[config.mk]
export PLATFORM = sky130hd
export DESIGN_NAME = irq_status_ctrl
export DESIGN_NICKNAME = d
export VERILOG_FILES = /design/src/rtl/irq_pkg.sv /design/src/rtl/irq_reg_decode.sv /design/src/rtl/irq_sticky_bank.sv /design/src/rtl/irq_line_gen.sv /design/src/rtl/irq_status_ctrl.sv
export SDC_FILE = /design/constraint.sdc
export NUM_CORES = 1
export LEC_CHECK = 0
export ABC_AREA = 1
export BUFFER_PORTS_ARGS = -buffer_cell sky130_fd_sc_hd__buf_4
export CORE_MARGIN = 2
export CORE_UTILIZATION = 44
export DETAILED_ROUTE_END_ITERATION = 6
export PLACE_DENSITY = 0.87
export SYNTH_ARGS = -nofsm -noshare
export SYNTH_HDL_FRONTEND = slang
export SYNTH_SLANG_ARGS = --single-unit
[constraint.sdc]
create_clock -name clk -period 1.5 [get_ports clk]
set_clock_uncertainty 0.05 [all_clocks]
set_input_delay 0.225 -clock clk [delete_from_list [all_inputs] [get_ports clk]]
set_output_delay 0.225 -clock clk [all_outputs]
set_load 0.05 [all_outputs]
[src/rtl/irq_pkg.sv]
// Package: shared widths, register offsets and the decode select type for
// the dual-class interrupt status controller.
// Assumes byte offsets and exact-match decoding.
package irq_pkg;
    localparam int DATA_W = 8;
    localparam int BUS_W  = 32;
    localparam int ADDR_W = 12;

    localparam logic [11:0] OFS_LATCH_STAT = 12'h000;
    localparam logic [11:0] OFS_LEVEL_STAT = 12'h004;
    localparam logic [11:0] OFS_LATCH_EN   = 12'h008;
    localparam logic [11:0] OFS_LEVEL_EN   = 12'h00C;
    localparam logic [11:0] OFS_WIN_LAST   = 12'h24C;

    typedef struct packed {
        logic latch_stat;
        logic level_stat;
        logic latch_en;
        logic level_en;
    } reg_sel_t;
endpackage

[src/rtl/irq_reg_decode.sv]
// Module: register address decoder.
// Turns a byte offset plus strobes into register selects, a clear-on-read
// pulse and enable write strobes. Assumes exact offset match, so misaligned
// or unmapped offsets select nothing.
module irq_reg_decode
    import irq_pkg::*;
#(
    parameter int ADDR_W = irq_pkg::ADDR_W
) (
    input  logic [ADDR_W-1:0] addr,
    input  logic              rd,
    input  logic              wr,
    output reg_sel_t          sel,
    output logic              clr_latch,
    output logic              we_latch_en,
    output logic              we_level_en
);
    localparam logic [ADDR_W-1:0] A_LS = ADDR_W'(OFS_LATCH_STAT);
    localparam logic [ADDR_W-1:0] A_VS = ADDR_W'(OFS_LEVEL_STAT);
    localparam logic [ADDR_W-1:0] A_LE = ADDR_W'(OFS_LATCH_EN);
    localparam logic [ADDR_W-1:0] A_VE = ADDR_W'(OFS_LEVEL_EN);

    // Match the offset against each mapped register.
    always_comb begin
        sel.latch_stat = (addr == A_LS);
        sel.level_stat = (addr == A_VS);
        sel.latch_en   = (addr == A_LE);
        sel.level_en   = (addr == A_VE);
    end

    // Qualify selects with the strobes; status registers take no writes.
    always_comb begin
        clr_latch   = rd && sel.latch_stat;
        we_latch_en = wr && sel.latch_en;
        we_level_en = wr && sel.level_en;
    end
endmodule

[src/rtl/irq_sticky_bank.sv]
// Module: latched status bank.
// Each bit sets on an event pulse and clears on a clearing read. A new
// event in the same cycle as the clear wins. Assumes rst_n is synchronous.
module irq_sticky_bank #(
    parameter int W = irq_pkg::DATA_W
) (
    input  logic         clk,
    input  logic         rst_n,
    input  logic [W-1:0] set_evt,
    input  logic         clr_rd,
    output logic [W-1:0] status
);
    logic armed;

    // Marks cycles whose past values lie after reset, for the assertions.
    always_ff @(posedge clk) begin
        armed <= rst_n;
    end

    genvar i;
    generate
        for (i = 0; i < W; i++) begin : g_bit
            // One set/reset latch per status bit, with set taking priority.
            always_ff @(posedge clk) begin
                if (!rst_n)
                    status[i] <= 1'b0;
                else if (set_evt[i])
                    status[i] <= 1'b1;
                else if (clr_rd)
                    status[i] <= 1'b0;
            end
        end
    endgenerate

    AST_EVENT_SETS: assert property (@(posedge clk) disable iff (!rst_n || !armed)
        (set_evt != '0) |=> ((status & $past(set_evt)) == $past(set_evt)));

    AST_NO_SPURIOUS_SET: assert property (@(posedge clk) disable iff (!rst_n || !armed)
        1'b1 |=> ((status & ~$past(status) & ~$past(set_evt)) == '0));

    AST_HOLD_WITHOUT_CLEAR: assert property (@(posedge clk) disable iff (!rst_n || !armed)
        !clr_rd |=> ((status & $past(status)) == $past(status)));
endmodule

[src/rtl/irq_line_gen.sv]
// Module: interrupt line generator.
// Masks both status classes with their enables and registers the
// active-low line, so it moves one clock after its inputs.
module irq_line_gen #(
    parameter int W = irq_pkg::DATA_W
) (
    input  logic         clk,
    input  logic         rst_n,
    input  logic [W-1:0] latch_stat,
    input  logic [W-1:0] latch_en,
    input  logic [W-1:0] level_stat,
    input  logic [W-1:0] level_en,
    output logic         irq_n
);
    logic [W-1:0] pending;
    logic         armed;

    // Enabled requests of both classes, merged bit by bit.
    always_comb begin
        pending = (latch_stat & latch_en) | (level_stat & level_en);
    end

    // Registered active-low line, high out of reset.
    always_ff @(posedge clk) begin
        if (!rst_n)
            irq_n <= 1'b1;
        else
            irq_n <= ~|pending;
    end

    // Marks cycles whose past values lie after reset, for the assertions.
    always_ff @(posedge clk) begin
        armed <= rst_n;
    end

    AST_LINE_FOLLOWS: assert property (@(posedge clk) disable iff (!rst_n || !armed)
        1'b1 |=> (irq_n == (((($past(latch_stat) & $past(latch_en)) |
                             ($past(level_stat) & $past(level_en)))) == '0)));

    AST_MASKED_QUIET: assert property (@(posedge clk) disable iff (!rst_n || !armed)
        ((latch_en == '0) && (level_en == '0)) |=> irq_n);
endmodule

[src/rtl/irq_status_ctrl.sv]
// Module: dual-class interrupt status controller (top).
// Holds the two enable registers, drives the zero-extended read data and
// ties the decoder, latched bank and line generator together. Assumes one
// access per cycle and a combinational read path.
module irq_status_ctrl
    import irq_pkg::*;
#(
    parameter int DATA_W = irq_pkg::DATA_W,
    parameter int BUS_W  = irq_pkg::BUS_W,
    parameter int ADDR_W = irq_pkg::ADDR_W
) (
    input  logic              clk,
    input  logic              rst_n,
    input  logic [ADDR_W-1:0] bus_addr,
    input  logic              bus_rd,
    input  logic              bus_wr,
    input  logic [BUS_W-1:0]  bus_wdata,
    output logic [BUS_W-1:0]  bus_rdata,
    input  logic [DATA_W-1:0] evt_latch,
    input  logic [DATA_W-1:0] lev_cond,
    output logic              irq_n
);
    localparam int PAD_W = BUS_W - DATA_W;

    reg_sel_t          sel;
    logic              clr_latch;
    logic              we_latch_en;
    logic              we_level_en;
    logic [DATA_W-1:0] latch_stat;
    logic [DATA_W-1:0] latch_en_q;
    logic [DATA_W-1:0] level_en_q;
    logic [DATA_W-1:0] rd_byte;
    logic              unused_wdata_hi;
    logic              armed;

    assign unused_wdata_hi = ^bus_wdata[BUS_W-1:DATA_W];

    irq_reg_decode #(.ADDR_W(ADDR_W)) u_decode (
        .addr        (bus_addr),
        .rd          (bus_rd),
        .wr          (bus_wr),
        .sel         (sel),
        .clr_latch   (clr_latch),
        .we_latch_en (we_latch_en),
        .we_level_en (we_level_en)
    );

    irq_sticky_bank #(.W(DATA_W)) u_latch (
        .clk     (clk),
        .rst_n   (rst_n),
        .set_evt (evt_latch),
        .clr_rd  (clr_latch),
        .status  (latch_stat)
    );

    // Enable registers: clear on reset, load the low data byte on write.
    always_ff @(posedge clk) begin
        if (!rst_n) begin
            latch_en_q <= '0;
            level_en_q <= '0;
        end else begin
            if (we_latch_en) latch_en_q <= bus_wdata[DATA_W-1:0];
            if (we_level_en) level_en_q <= bus_wdata[DATA_W-1:0];
        end
    end

    // Read mux: addressed register byte, zero for unmapped offsets.
    always_comb begin
        rd_byte = '0;
        if (sel.latch_stat) rd_byte = latch_stat;
        if (sel.level_stat) rd_byte = lev_cond;
        if (sel.latch_en)   rd_byte = latch_en_q;
        if (sel.level_en)   rd_byte = level_en_q;
    end

    // Zero-extend the byte onto the bus.
    always_comb begin
        bus_rdata = {{PAD_W{1'b0}}, rd_byte};
    end

    irq_line_gen #(.W(DATA_W)) u_line (
        .clk        (clk),
        .rst_n      (rst_n),
        .latch_stat (latch_stat),
        .latch_en   (latch_en_q),
        .level_stat (lev_cond),
        .level_en   (level_en_q),
        .irq_n      (irq_n)
    );

    // Marks cycles whose past values lie after reset, for the assertions.
    always_ff @(posedge clk) begin
        armed <= rst_n;
    end

    AST_ENABLE_LOAD: assert property (@(posedge clk) disable iff (!rst_n || !armed)
        (bus_wr && (bus_addr == ADDR_W'(OFS_LATCH_EN)))
        |=> (latch_en_q == $past(bus_wdata[DATA_W-1:0])));

    AST_CLEAR_NEEDS_READ: assert property (@(posedge clk) disable iff (!rst_n || !armed)
        ($past(latch_stat) != '0 && latch_stat == '0) |-> $past(bus_rd));
endmodule

Word-level counts from Yosys, hierarchy flattened:

Index checks and enable logic that the tools add are counted.

* eq/ne operators: 3
* multiplexer cells: 13
* bitwise operators: 3
* reduce and logical (&&, ||, !) cells: 14

Operators by type and width (count)
* 2-to-1 mux 8 bit: 4
* equality test 12 x 4 -> 1 bit (second input constant): 2
* bitwise AND 8 bit: 2
* nonzero test 2 bit: 8
* equality test 12 x 3 -> 1 bit (second input constant): 1
* logical NOT 12 bit: 1
* 2-to-1 mux 1 bit: 9
* bitwise OR 8 bit: 1
* OR reduction 8 bit: 1
* logical AND 1 bit: 3
* logical NOT 1 bit: 1

* flip-flop bits (word level): 25
* input bits: 64
* output and inout bits: 33
* logic and storage cells: 44

Depth between registers and ports, before layout:

Gate-level depths: netlist (run 1).

* word-level depth: 5
* gate-level depth with buffers: 8

By module:

Synthesis (run 1) repeated with hierarchy kept, for this count alone.

* cells, all modules: 250
* area total of the unflattened synthesis: 1557.7 um^2

By module, submodules not included
* irq_status_ctrl: times used 1, cells an instance 156, area an instance 1039.7 um^2
* irq_sticky_bank: times used 1, cells an instance 34, area an instance 267.8 um^2
* irq_line_gen: times used 1, cells an instance 32, area an instance 137.6 um^2
* irq_reg_decode: times used 1, cells an instance 28, area an instance 112.6 um^2

Worst setup path after synthesis (run 1):

Ideal clock, no wire load.

* path type: input -> output
* from: input port bus_addr[7]
* to: output port bus_rdata[6]
* arrival: 1395 ps
* data required time: 1225 ps
* path slack: -170 ps
* stages on the path: 8
* path buffers: 1
* cells stage by stage: nor2_1 > nand2_1 > nor2_4 > buf_2 > nand3_1 > nand3_1 > nand2_1 > nand2_1

* word-level cells in the longest chain between the ends: 5
* elaborated cells between the ends (all ways): 8
* those cells by class: eq/ne (3); mux (4); reduce/logical (1)

Ends and longest elaborated chain
* from (decl): line irq_status_ctrl.sv:14 `input logic [ADDR_W-1:0] bus_addr,`
* logical NOT 12 bit: line irq_reg_decode.sv:25 `sel.latch_stat = (addr == A_LS);`
* 2-to-1 mux 8 bit: line irq_status_ctrl.sv:70 `if (sel.latch_stat) rd_byte = latch_stat;`
* 2-to-1 mux 8 bit: line irq_status_ctrl.sv:71 `if (sel.level_stat) rd_byte = lev_cond;`
* 2-to-1 mux 8 bit: line irq_status_ctrl.sv:72 `if (sel.latch_en) rd_byte = latch_en_q;`
* 2-to-1 mux 8 bit *: line irq_status_ctrl.sv:73 `if (sel.level_en) rd_byte = level_en_q;`
* to (decl): line irq_status_ctrl.sv:18 `output logic [BUS_W-1:0] bus_rdata,`

Mark *: on every way between the ends. The rest lies on a longest branch, timed or not.

Final worst setup path (run 1):

* from: input port bus_addr[8]
* to: output port bus_rdata[6]

Same word-level chain as after synthesis.

==> flow_results.org, run 1 <==
** Timing
- In the finished design, the share of the clock period the worst path needs comes to 1.08.
- Worst slack on hold paths :: 109 ps
- The final number of max-transition violations is 0.
- Worst-case setup margin in the final layout :: -126 ps
- Total setup violations reported at the end of the flow :: 8
- Setup repair after global routing could not meet its margin everywhere.
- The number of endpoints with negative hold slack in the final report came to 0.
- Timing-limited maximum frequency :: 615 MHz
- Minimum period implied by the final worst setup slack :: 1630 ps

** Route
- The detailed router finished its first iteration with 83 violations.
- The detail route stage leaves a number of antenna-violating nets equal to 0.
- DRT Wirelength :: 4.72 mm
- In the final routed layout, each cell accounts on average for 12.8 um.
- # DRC :: 0
- The routed layout has roughly 1800 vias.
- The first detailed-routing pass ran for 4 iterations.
- After detailed routing, the number of vias per cell comes to 4.88.

** Setup path
- STA classifies the critical path endpoint as a primary output.
- In this run the worst path has a maximum fanout of 8.
- CP Class :: in -> out
- Worst EP arrival :: 1350 ps
- Data on the critical path is required at its endpoint by approximately 1200 ps.
- The worst setup path is launched from an input port.

** Floorplan
- Die extent in x :: 65.2 um
- Effective utilization at floorplan :: 0.454
- The floorplan step defined a die boundary enclosing around 4300 um^2.
- Top Ports :: 97
- Std-Cell Core Area :: 3630 um^2
- The floorplan has 22 rows.
- The die is roughly 65 um tall.

** Yosys
- Area contributors post-synth :: dfxtp_1 30%, nand2_1 14%, buf_4 11%
- Synthesis produced 258 cells.
- Summing every instance area after synthesis gives 1650 um^2.
- The largest total area in the synthesized netlist belongs to dfxtp_1.
- For this run, the register share of the synthesized area comes to 0.303.
- Post-synthesis average cell area :: 6.39 um^2
- The synthesized netlist contains 22 unique library cells.
- Synth warnings :: 0
- Count of state elements after synthesis :: 25
- The share of synthesized area in the top cell type comes to 0.303.

** Layout
- Share of cells above drive strength 1 :: 0.377
- Nets@finish :: 386
- Multi-input logic area :: 1110 um^2
- From synthesis to final layout, the design area changed by 52.3%.
- Once layout is complete, the cells apart from fillers number approximately 370.
- Counting the fill cells in the layout gives 281.
- Final design instance area without fill :: 2510 um^2
- In the final layout, flip-flops and latches occupy between 500 and 600 um^2.
- Total inserted antenna cells :: 0

** Power
- Switching share of total power :: 0.314
- Worst ir drop on vdd :: 0.000445 V
- Pwr Density :: 569 nW/um^2
- Post-layout total power :: between 1 and 1.5 mW
- Of the total power, combinational logic draws 0.232.
- Net load switching power :: approximately 0.45 mW
- Of the total power, registers draw 0.486.
- In this run the static leakage power is 1.21 nW.
- Internal Dissipation :: 0.980 mW
- Relative contribution of the clock network to total power :: 0.282

** GRT
- Aggregate global routing overflow :: 0
- Largest net degree at the start of global routing :: 19
- The first global-routing pass estimated 7.73 mm of wire.
- Vias in the first global route :: 1751
- Overall fraction of global-route tracks in use :: 0.230
- Initial antenna violation count :: 0

** Status
- Failing checks :: negative setup slack
- Result of the run :: finished with violations

** Clocking
- CTS tree :: done
- Clock-pin slew was measured on the worst setup and hold paths at 80 ps.
- Library cell used as clock root buffer :: clkbuf_8
- The clock reaches the later pin of the worst-skew pair after 270 ps.
- The clock net in this run drives a total of 25 sinks.
- The longest clock path from root to sink contains 2 buffers.
- In this run the number of H-tree levels came out at 1.
- Counting the buffers created by CTS gives 3.

** Placed design
- The placed instances occupy a cell area of roughly 2100 um^2.
- After detailed placement, the design holds a cell count of 361.
- Estimated wirelength of the detail-placed design :: 2.86 mm
- At the end of routability-driven placement, the weighted congestion stood at between 0.8 and 0.9.
- Number of port buffers :: 48

** Min path
- The worst hold path belongs to the class in -> reg.

** Run
- # Max-Cap Violations :: 0
cells in the mapped netlist, drive strengths merged:
cell and instances:
nand2 63, nor2 42, nand3 36, buf 31, inv 29, dfxtp 25
a21oi 8, o211ai 8, o21ai 8, nand4 4, nor3 2, clkbuf 1
conb 1
final cells by class:
type                       instances  share of cell area
sequential                        25               0.199
tap                               48              0.0239
timing repair buffer              68               0.273
clock buffer                       4              0.0179
inverter                          29              0.0433
multi-input combinational        195               0.442
metrics by stage:
stage	setup slack [ps]	TNS, ps	util
2_1_floorplan	-1.57	-1.57	-
3_3_place_gp	-125	-1960	0.588
3_5_place_dp	-154	-2890	0.588
4_1_cts	-81.0	-602	0.684
5_1_grt	-173	-1240	0.691
6_report	-126	-843	0.691
registers in the layout (all words and copies together) (netlist names):
signal / cells
level_en_q: 8
latch_en_q: 8
u_line.irq_n: 1
u_latch.status: 8
layer usage:
layer / wire (um) / part of all wire / global-route usage
met5: 0 / 0 / 0
met4: 81 / 0.017 / 0.0990
met3: 427 / 0.091 / 0.0240
met2: 2430 / 0.52 / 0.429
met1: 1780 / 0.38 / 0.262
critical path, stage by stage:
cell and delay (ps):
buf_6 90, nor2_4 90, nand2_2 70, nor2_4 140, buf_12 140, buf_16 130
nand3_2 80, nand3_2 90, nand2_2 70, nand2_4 70, buf_8 140
cell usage in the layout (no fill, tap or decap):
master	synthesis	routed
nand3_2	1	15
nor2_1	39	35
buf_8	0	9
clkbuf_1	1	1
clkbuf_8	0	3
inv_2	3	3
o211ai_1	8	8
nor2_4	1	5
nand4_1	4	4
nand2_2	1	11
buf_16	0	2
nand2_1	62	44
buf_12	0	3
buf_4	24	46
o21ai_1	8	8
inv_1	26	26
nor3_2	1	1
nand3_1	33	17
dfxtp_1	25	25
nand3_4	2	4
conb_1	1	24
nor3_4	1	1
buf_6	1	8
nand2_4	0	8
a21oi_1	8	8
nor2_2	2	2
power groups by stage:
stage	clock network (mW)	logic (mW)	registers [mW]
after floorplan	0	0.235	0.703
after global placement	0	0.301	0.708
after detailed placement	0	0.304	0.708
after CTS	0.405	0.325	0.693
after global routing	0.430	0.353	0.696
final	0.403	0.332	0.694
logic make-up after synthesis:
kind of cell,share of synthesized area
compound gates,0.0850
simple gates,0.407
flops,0.303
other cells,0.00227
buf+inv,0.203
path summary, 6_finish.rpt:
path                     startpoint                 to  slack, ps  depth (start not counted)
hold / removal         evt_latch[0]  u_latch.status[0]        110                          3
setup / recovery        bus_addr[8]       bus_rdata[6]       -130                         11
hold reg to reg       level_en_q[5]      level_en_q[5]        490                          4
setup reg to reg  u_latch.status[6]       u_line.irq_n        610                          5
what timing repair did:
| item | in CTS | in global routing |
|---|---|---|
| gates cloned | 2 | 0 |
| pin swaps | 11 | 11 |
| buffers inserted | 2 | 0 |
| resized for setup | 59 | 5 |
| hold buffers | 0 | 0 |
| setup endpoints to repair | 8 | 8 |
No activity file was read; power rests on OpenSTA's default activity.
==> inputs of run 2 (changes only) <==
--- a/config.mk
+++ b/config.mk
@@ -5,12 +5,13 @@
 export SDC_FILE = /design/constraint.sdc
 export NUM_CORES = 1
 export LEC_CHECK = 0
-export ABC_AREA = 1
 export BUFFER_PORTS_ARGS = -buffer_cell sky130_fd_sc_hd__buf_4
+export CELL_PAD_IN_SITES_DETAIL_PLACEMENT = 0
+export CELL_PAD_IN_SITES_GLOBAL_PLACEMENT = 1
 export CORE_MARGIN = 2
-export CORE_UTILIZATION = 44
+export CORE_UTILIZATION = 29
 export DETAILED_ROUTE_END_ITERATION = 6
-export PLACE_DENSITY = 0.87
+export PLACE_DENSITY = 0.85
 export SYNTH_ARGS = -nofsm -noshare
 export SYNTH_HDL_FRONTEND = slang
 export SYNTH_SLANG_ARGS = --single-unit
==> flow_results.org, run 2 <==
** Status
- The run finished, with violations left.
- Failing checks :: negative setup slack

** Yosys
- The number of instances in the synthesized netlist is 141 (-45%).
- The portion of the post-synthesis area used by sequential elements came to 0.346 (+0.0422).
- The compound-gate portion of the synthesized area is 0.111 (+0.0265).
- The number of warnings printed during yosys synthesis was 0 (unchanged).
- The synthesis-stage register bit count came to 25 (unchanged).
- Area leader, netlist :: dfxtp_1
- Portion of netlist area occupied by mux cells :: 0.235 (+0.235)
- Post-synthesis average cell area :: 10.3 um^2 (+61%)
- Among all flip-flop cells after synthesis, the most frequent one is dfxtp_1.
- Synth cell count leaders :: 25 x dfxtp_1, 24 x buf_4, 24 x nand2_1, 16 x mux2i_1, 10 x a22o_1
- The most common cell in the synthesized netlist is dfxtp_1.
- Cell Area, Synth :: 1450 um^2 (-12%)
- By area, the combinational part of the netlist is dominated by multiplexers.
- The number of library cell types mapped by synthesis came to 22 (unchanged).
- Area share of and/or/nand/nor cells after synthesis :: 0.157 (-0.249)
- Arithmetic-cell share of the synthesized area counting full adders, half adders and majority gates :: 0 (unchanged)
- Sorting the synthesized cells by area gives the leading types as dfxtp_1 35%, buf_4 12%, mux4_2 12%.
- Post-synth EDFFs :: 0 (unchanged)
- The async set or reset register ratio after synthesis was 0 (unchanged).
- The area share of xor/xnor cells in the synthesized design is 0 (unchanged).
- The area share of the largest cell type after synthesis came to 0.346 (+0.0422).

** Route
- Length of the first detailed-routing pass in iterations :: 4 (unchanged)
- DR vias/cell :: 4.44 (-9.1%)
- The count of antenna-violating nets left after detailed routing is 0 (unchanged).
- # DRC :: 0 (unchanged)
- Starting DRT DRC Count :: 44 (-47%)
- Vias after detailed routing :: 1242 (-31%)
- The total wirelength of the detailed-routed design was 3.78 mm (-20%).
- Wire length per cell :: 13.5 um (+5.6%)

** GRT
- Initial antenna violation count :: 0 (unchanged)
- The via count of the first global-routing pass is 1283 (-27%).
- The total congestion overflow came to 0 (unchanged).
- First-pass GRT wire length :: 5.99 mm (-23%)
- Overall fraction of global-route tracks in use :: 0.144 (-0.0855)
- The maximum number of pins on one net before global-route repair was 35 (+16).

** Floorplan
- The floorplan die area came to 5570 um^2 (+31%).
- Std-Cell Core Area :: 4750 um^2 (+31%)
- The boundary pin count is 97 (unchanged).
- The overall die height came to 74.7 um (+14%).
- The number of cell rows came to 25 (+14%).
- Effective utilization at floorplan :: 0.304 (-0.149)
- The chip width is 74.7 um (+14%).

** Power
- The total power divided by cell area is 667 nW/um^2 (+17%).
- Switching share of total power :: 0.305 (-0.00906)
- The internal power contribution is 1.02 mW (+4.1%).
- The total power is 1.47 mW (+2.7%).
- The clock group share of total power came to 0.277 (-0.005).
- The worst IR drop on VDD is 0.000491 V (+10%).
- The leakage power total was 1.05 nW (-13%).
- Net load switching power :: 0.448 mW (-0.22%)
- The sequential power share was 0.476 (-0.010).
- The combinational power share was 0.247 (+0.015).

** Clocking
- CTS tree :: done
- Number of buffers inserted during clock tree synthesis :: 3 (unchanged)
- Library cell used as clock root buffer :: clkbuf_8
- The clock slew seen by the registers of the worst setup and hold paths came to 90 ps (about the same).
- Clock network latency to the later pin of the worst-skew pair :: 270 ps (about the same)
- The maximum count of clock buffers along a single path came to 2 (unchanged).
- The number of buffers added to fix hold violations after cts was 0 (unchanged).
- The clock net sink count came to 25 (unchanged).
- The number of H-tree branching levels is 1 (unchanged).

** Setup path
- Reg2Reg Launch Point :: u_latch.status[6]
- Max FO, Critical Path :: 2 (-6)
- Nature of the critical path startpoint :: flip-flop
- Ordered list of cells on the worst path :: mux4_2 -> and2b_2 -> buf_8
- The required time reported for the critical path endpoint is 1220 ps (about the same).
- The slowest stage of the critical path belongs to the cell mux4_2.
- In this run the worst setup path begins at level_en_q[1].
- The signal arrival time at the worst endpoint is 1450 ps (+100 ps).
- Slowest cell delay on critical path :: 470 ps (+330 ps)
- CP Class :: reg -> out
- STA classifies the critical path endpoint as a primary output.

** Placed design
- The final RePlAce weighted congestion was 0.706 (-19%).
- Estimated wirelength of the detail-placed design :: 2.73 mm (-4.6%)
- Number of port buffers :: 48 (unchanged)

** Timing
- The setup slack after layout was -223 ps (-96.7 ps).
- Timing-limited maximum frequency :: 580 MHz (-5.6%)
- Unrepaired setup endpoints after global routing :: true
- The smallest hold slack is 114 ps (+5.49 ps).
- Minimum period implied by the final worst setup slack :: 1720 ps (+96.7 ps)
- Final Max Slew Viols :: 0 (unchanged)
- Total count of hold-check failures in the final report :: 0 (unchanged)
- The final setup TNS was -1520 ps (-681 ps).
- Total setup violations reported at the end of the flow :: 8 (unchanged)
- Fraction of the cycle the final worst path needs :: 1.15 (+0.0645)

** Layout
- Utilization after layout :: 0.463 (-0.228)
- From synthesis to final layout, the design area changed by 52.1%.
- The antenna diode instance count is 0 (unchanged).
- Nets@finish :: 278 (-28%)
- In the final layout, the registers with the most flip-flops are latch_en_q (8), level_en_q (8), u_latch.status (8).
- Commonest cells after routing, fill and taps aside :: 64 x buf_4, 24 x nand2_1, 24 x conb_1, 24 x dfxtp_2, 16 x mux2i_1
- Share of cells above drive strength 1 :: 0.587 (+0.210)
- Fill cells :: 480 (+71%)
- Commonest non-fill, non-tap cell in the layout :: buf_4

** Min path
- The startpoint identified for the worst hold timing path is evt_latch[6].
- Hold crit path type :: in -> reg

** Run
- The count of maximum capacitance violations was 0 (unchanged).
## run 2: changes by cell type in the layout (fill, tap and decap cells not counted), moves of 18 or more
cell	change
dfxtp_1	-24
inv_1	-25
nand2_1	-20
nor2_1	-34
buf_4	+18
dfxtp_2	+24
## run 2: repair_timing
action	4_1_cts	5_1_grt
resized for setup	35	6
buffers inserted	19	2
setup endpoints to repair	8	16
## run 2: path summary, 6_finish.rpt
kind	endpoint	slack, ps	cells after the start
worst max register to register	u_line.irq_n	130	5
worst min-delay path	u_latch.status[6]	110	2
worst max-delay path	bus_rdata[1]	-220	3
worst min register to register	latch_en_q[7]	430	2
## run 2: final cells by class
class	count	area, um^2	area share
clock buffer	3	41.3	0.0188
clock inverter	1	7.51	0.00341
inverter	1	3.75	0.00170
multi-input combinational	107	855	0.388
sequential	25	531	0.241
tap	67	83.8	0.0381
timing repair buffer	76	681	0.309
## run 2: critical path, delay by kind of cell (launching register included)
kind / cells / cell delay (ps)
multiplexers: 1 / 470
AND/OR/NAND/NOR: 1 / 230
flip-flops: 1 / 330
buffers and inverters: 1 / 150
## run 2: through the flow
step / cell area (um^2) / worst slack, ps / instances
final: 2200 / -223 / 280
after global placement: 1900 / -231 / 255
after floorplan: 1560 / 5.77 / 164
after detailed placement: 1900 / -257 / 255
after CTS: 2170 / -224 / 278
after global routing: 2200 / -262 / 280
## run 2: power by group through the flow
stage	combinational [mW]	clock (mW)	sequential, mW
3_5_place_dp	0.337	0	0.714
6_report	0.363	0.407	0.699
4_1_cts	0.354	0.409	0.697
2_1_floorplan	0.267	0	0.709
5_1_grt	0.387	0.443	0.701
3_3_place_gp	0.333	0	0.714
## run 2: cell families (layout without fill, tap and decap cells)
group	Yosys count	count (layout)
AOI/OAI and AO/OA	18	18
muxes	24	24
buffers and inverters	32	81
DFF	25	25
and+or+nand+nor	41	41
other	1	24
## run 2: per-layer routing
layer  part of all wire  GRT usage  vias up  routed length, um
met2               0.52      0.268       55               1950
met4             0.0090     0.0278        0                 34
li1                   -          -      604                  -
met1               0.41      0.168      579               1560
met5                  0          0        -                  0
met3              0.062     0.0348        4                235
==> inputs of run 3 (changes only) <==
--- a/config.mk
+++ b/config.mk
@@ -5,11 +5,12 @@
 export SDC_FILE = /design/constraint.sdc
 export NUM_CORES = 1
 export LEC_CHECK = 0
+export ABC_AREA = 1
 export BUFFER_PORTS_ARGS = -buffer_cell sky130_fd_sc_hd__buf_4
 export CELL_PAD_IN_SITES_DETAIL_PLACEMENT = 0
 export CELL_PAD_IN_SITES_GLOBAL_PLACEMENT = 1
 export CORE_MARGIN = 2
-export CORE_UTILIZATION = 29
+export CORE_UTILIZATION = 28
 export DETAILED_ROUTE_END_ITERATION = 6
 export PLACE_DENSITY = 0.85
 export SYNTH_ARGS = -nofsm -noshare
==> flow_results.org, run 3 (synthesis results as in run 1) <==
** Timing
- Total count of hold-check failures in the final report :: 0 (unchanged)
- Minimum period implied by the final worst setup slack :: 1590 ps (-137 ps)
- Final Max Slew Viols :: 0 (unchanged)
- The number of endpoints failing setup at the final stage was 8 (unchanged).
- Worst-case setup margin in the final layout :: -86.2 ps (+137 ps)
- Setup repair after global routing could not meet its margin everywhere.
- Accumulated negative setup slack :: -587 ps (+938 ps)
- Timing-limited maximum frequency :: 630 MHz (+8.6%)
- Fraction of the cycle the final worst path needs :: 1.06 (-0.0912)

** Setup path
- The peak fanout along the critical path was 8 (+6).
- The kind of cell with the highest combined delay along the critical path is simple AND/OR/NAND/NOR gates.
- In this run the critical register-to-register path is launched from u_latch.status[5].
- The worst setup path is launched from an input port.
- The required time reported for the critical path endpoint came to 1220 ps (about the same).
- The count of buffering cells on the critical path with inverters included was 4 (+3).
- Source of the critical timing path :: bus_addr[9]
- Cell with the biggest individual delay on the critical path :: buf_12
- The critical path goes through buf_6 -> nor2_4 -> nand2_2 -> nor2_4 -> buf_12 -> nand3_4 -> buf_8 -> nand3_1 -> nand2_2 -> nand2_4 -> buf_8.
- The biggest cell delay along the critical path came to 150 ps (-320 ps).
- Reg2reg setup slack :: 590 ps (+460 ps)
- The critical path is of the in -> out type.
- The signal arrival time at the worst endpoint was 1310 ps (-140 ps).
- Kind of end point of the critical path :: primary output

** GRT
- The wire length of the first global-routing pass was 7.32 mm (+22%).
- Overall fraction of global-route tracks in use :: 0.148 (+0.00358)
- Aggregate global routing overflow :: 0 (unchanged)
- Vias in the first global route :: 1561 (+22%)
- Largest net degree at the start of global routing :: 19 (-46%)
- Initial antenna violation count :: 0 (unchanged)

** Run
- # Max-Cap Violations :: 0 (unchanged)

** Layout
- Compared with the post-synthesis result, the final layout area differs by 55.8%.
- Leading registers by flop count :: latch_en_q (8), level_en_q (8), u_latch.status (8)
- Commonest cells after routing, fill and taps aside :: 44 x nand2_1, 43 x buf_4, 34 x nor2_1
- Nets@finish :: 386 (+39%)
- Total inserted antenna cells :: 0 (unchanged)
- The fraction of final layout cells sized beyond drive strength 1 is 0.380 (-0.207).
- The final cell count without fillers came to 393 (+40%).
- Leaving out fill and tap cells, the most frequent cell in the layout is nand2_1.
- The design area is 2570 um^2 (+17%).

** Route
- Length of the first detailed-routing pass in iterations :: 4 (unchanged)
- DRT Wirelength :: 4.68 mm (+24%)
- Starting DRT DRC Count :: 94 (+110%)
- Vias after detailed routing :: 1735 (+40%)
- The mean number of vias per cell is 4.41 (-0.47%).
- The count of antenna-violating nets left after detailed routing came to 0 (unchanged).
- The routed wire length per instance is 11.9 um (-12%).
- # DRC :: 0 (unchanged)

** Floorplan
- Effective utilization at floorplan :: 0.294 (-0.0104)
- Total Die Area :: 6520 um^2 (+17%)
- The overall die height came to 80.7 um (+8.2%).
- Die extent in x :: 80.7 um (+8.2%)
- The boundary pin count was 97 (unchanged).
- The number of cell rows came to 27 (+8.0%).
- Std-Cell Core Area :: 5610 um^2 (+18%)

** Clocking
- Number of buffers inserted for hold repair after clock tree synthesis :: 0 (unchanged)
- The maximum count of clock buffers along a single path came to 2 (unchanged).
- Clock network latency to the later pin of the worst-skew pair :: 270 ps (about the same)
- The tree is rooted in a clkbuf_8.
- The number of buffers created by CTS came to 3 (unchanged).
- CTS clock-pin slew for the worst setup and hold paths :: 90 ps (about the same)
- The number of H-tree branching levels came to 1 (unchanged).
- The clock net sink count was 25 (unchanged).
- CTS tree :: done

** Power
- Pwr Density :: 560 nW/um^2 (-16%)
- The leakage power total came to 1.21 nW (+15%).
- The worst IR drop on VDD came to 0.000282 V (-43%).

** Status
- Failing checks :: negative setup slack
- Result of the run :: finished with violations

** Placed design
- The total half-perimeter wirelength after legalization and detailed placement is 3.32 mm (+21%).
- Routability congestion estimate :: 0.807 (+14%)
- The post-placement cell count came to 385 (+51%).
- The placed standard-cell area came to 2180 um^2 (+15%).
- The port buffer count is 48 (unchanged).

** Min path
- The startpoint identified for the worst hold timing path is evt_latch[1].
- The min-delay analysis places its worst path in the category in -> reg.
## run 3: changes by cell type in the layout (fill, tap and decap cells not counted), sizes merged, moves of 10 or more
cell and delta:
inv +28, a22o -10, nor2 +41, nand2 +39
nand3 +33, mux2i -16
## run 3: layout make-up
type	count	area [um^2]
fill	569	3040
multi-input combinational	195	1120
inverter	29	109
clock inverter	1	5.00
timing repair buffer	68	703
sequential	25	500
clock buffer	3	41.3
tap	72	90.1
## run 3: worst paths after layout
path | endpoint | cells past startpoint
worst min-delay path | u_latch.status[1] | 3
worst max-delay path | bus_rdata[7] | 11
worst min register to register | level_en_q[2] | 4
worst max register to register | u_line.irq_n | 5
## run 3: worst min-delay path, cell delays in order
cell and delay, ps:
buf_4 80, a21oi_1 30, nor2_1 60
## run 3: routing by layer
layer,track usage,up-vias,share of wire
li1,-,895,-
met1,0.197,769,0.44
met4,0.0746,0,0.019
met2,0.233,65,0.46
met3,0.0200,6,0.077
met5,0,-,0
## run 3: repair_timing
action,in CTS,in global routing
setup buffers,2,0
hold endpoints to repair,0,0
setup endpoints to repair,8,14
pin swaps,4,7
resized for setup,46,23
gates cloned,2,1
## run 3: power by group
group,internal [mW],total (mW),switching (mW)
combinational,0.114,0.340,0.226
sequential,0.679,0.695,0.0165
clock,0.186,0.404,0.218
total,0.978,1.44,0.460
## run 3: per-stage QoR
stage	power [mW]	hold WS, ps	setup WS (ps)	utilization
2_1_floorplan	0.938	292	-1.57	-
3_5_place_dp	1.02	389	-178	0.388
4_1_cts	1.43	105	-125	0.441
6_report	1.44	104	-86.2	0.458
3_3_place_gp	1.02	382	-158	0.388
5_1_grt	1.51	114	-167	0.458
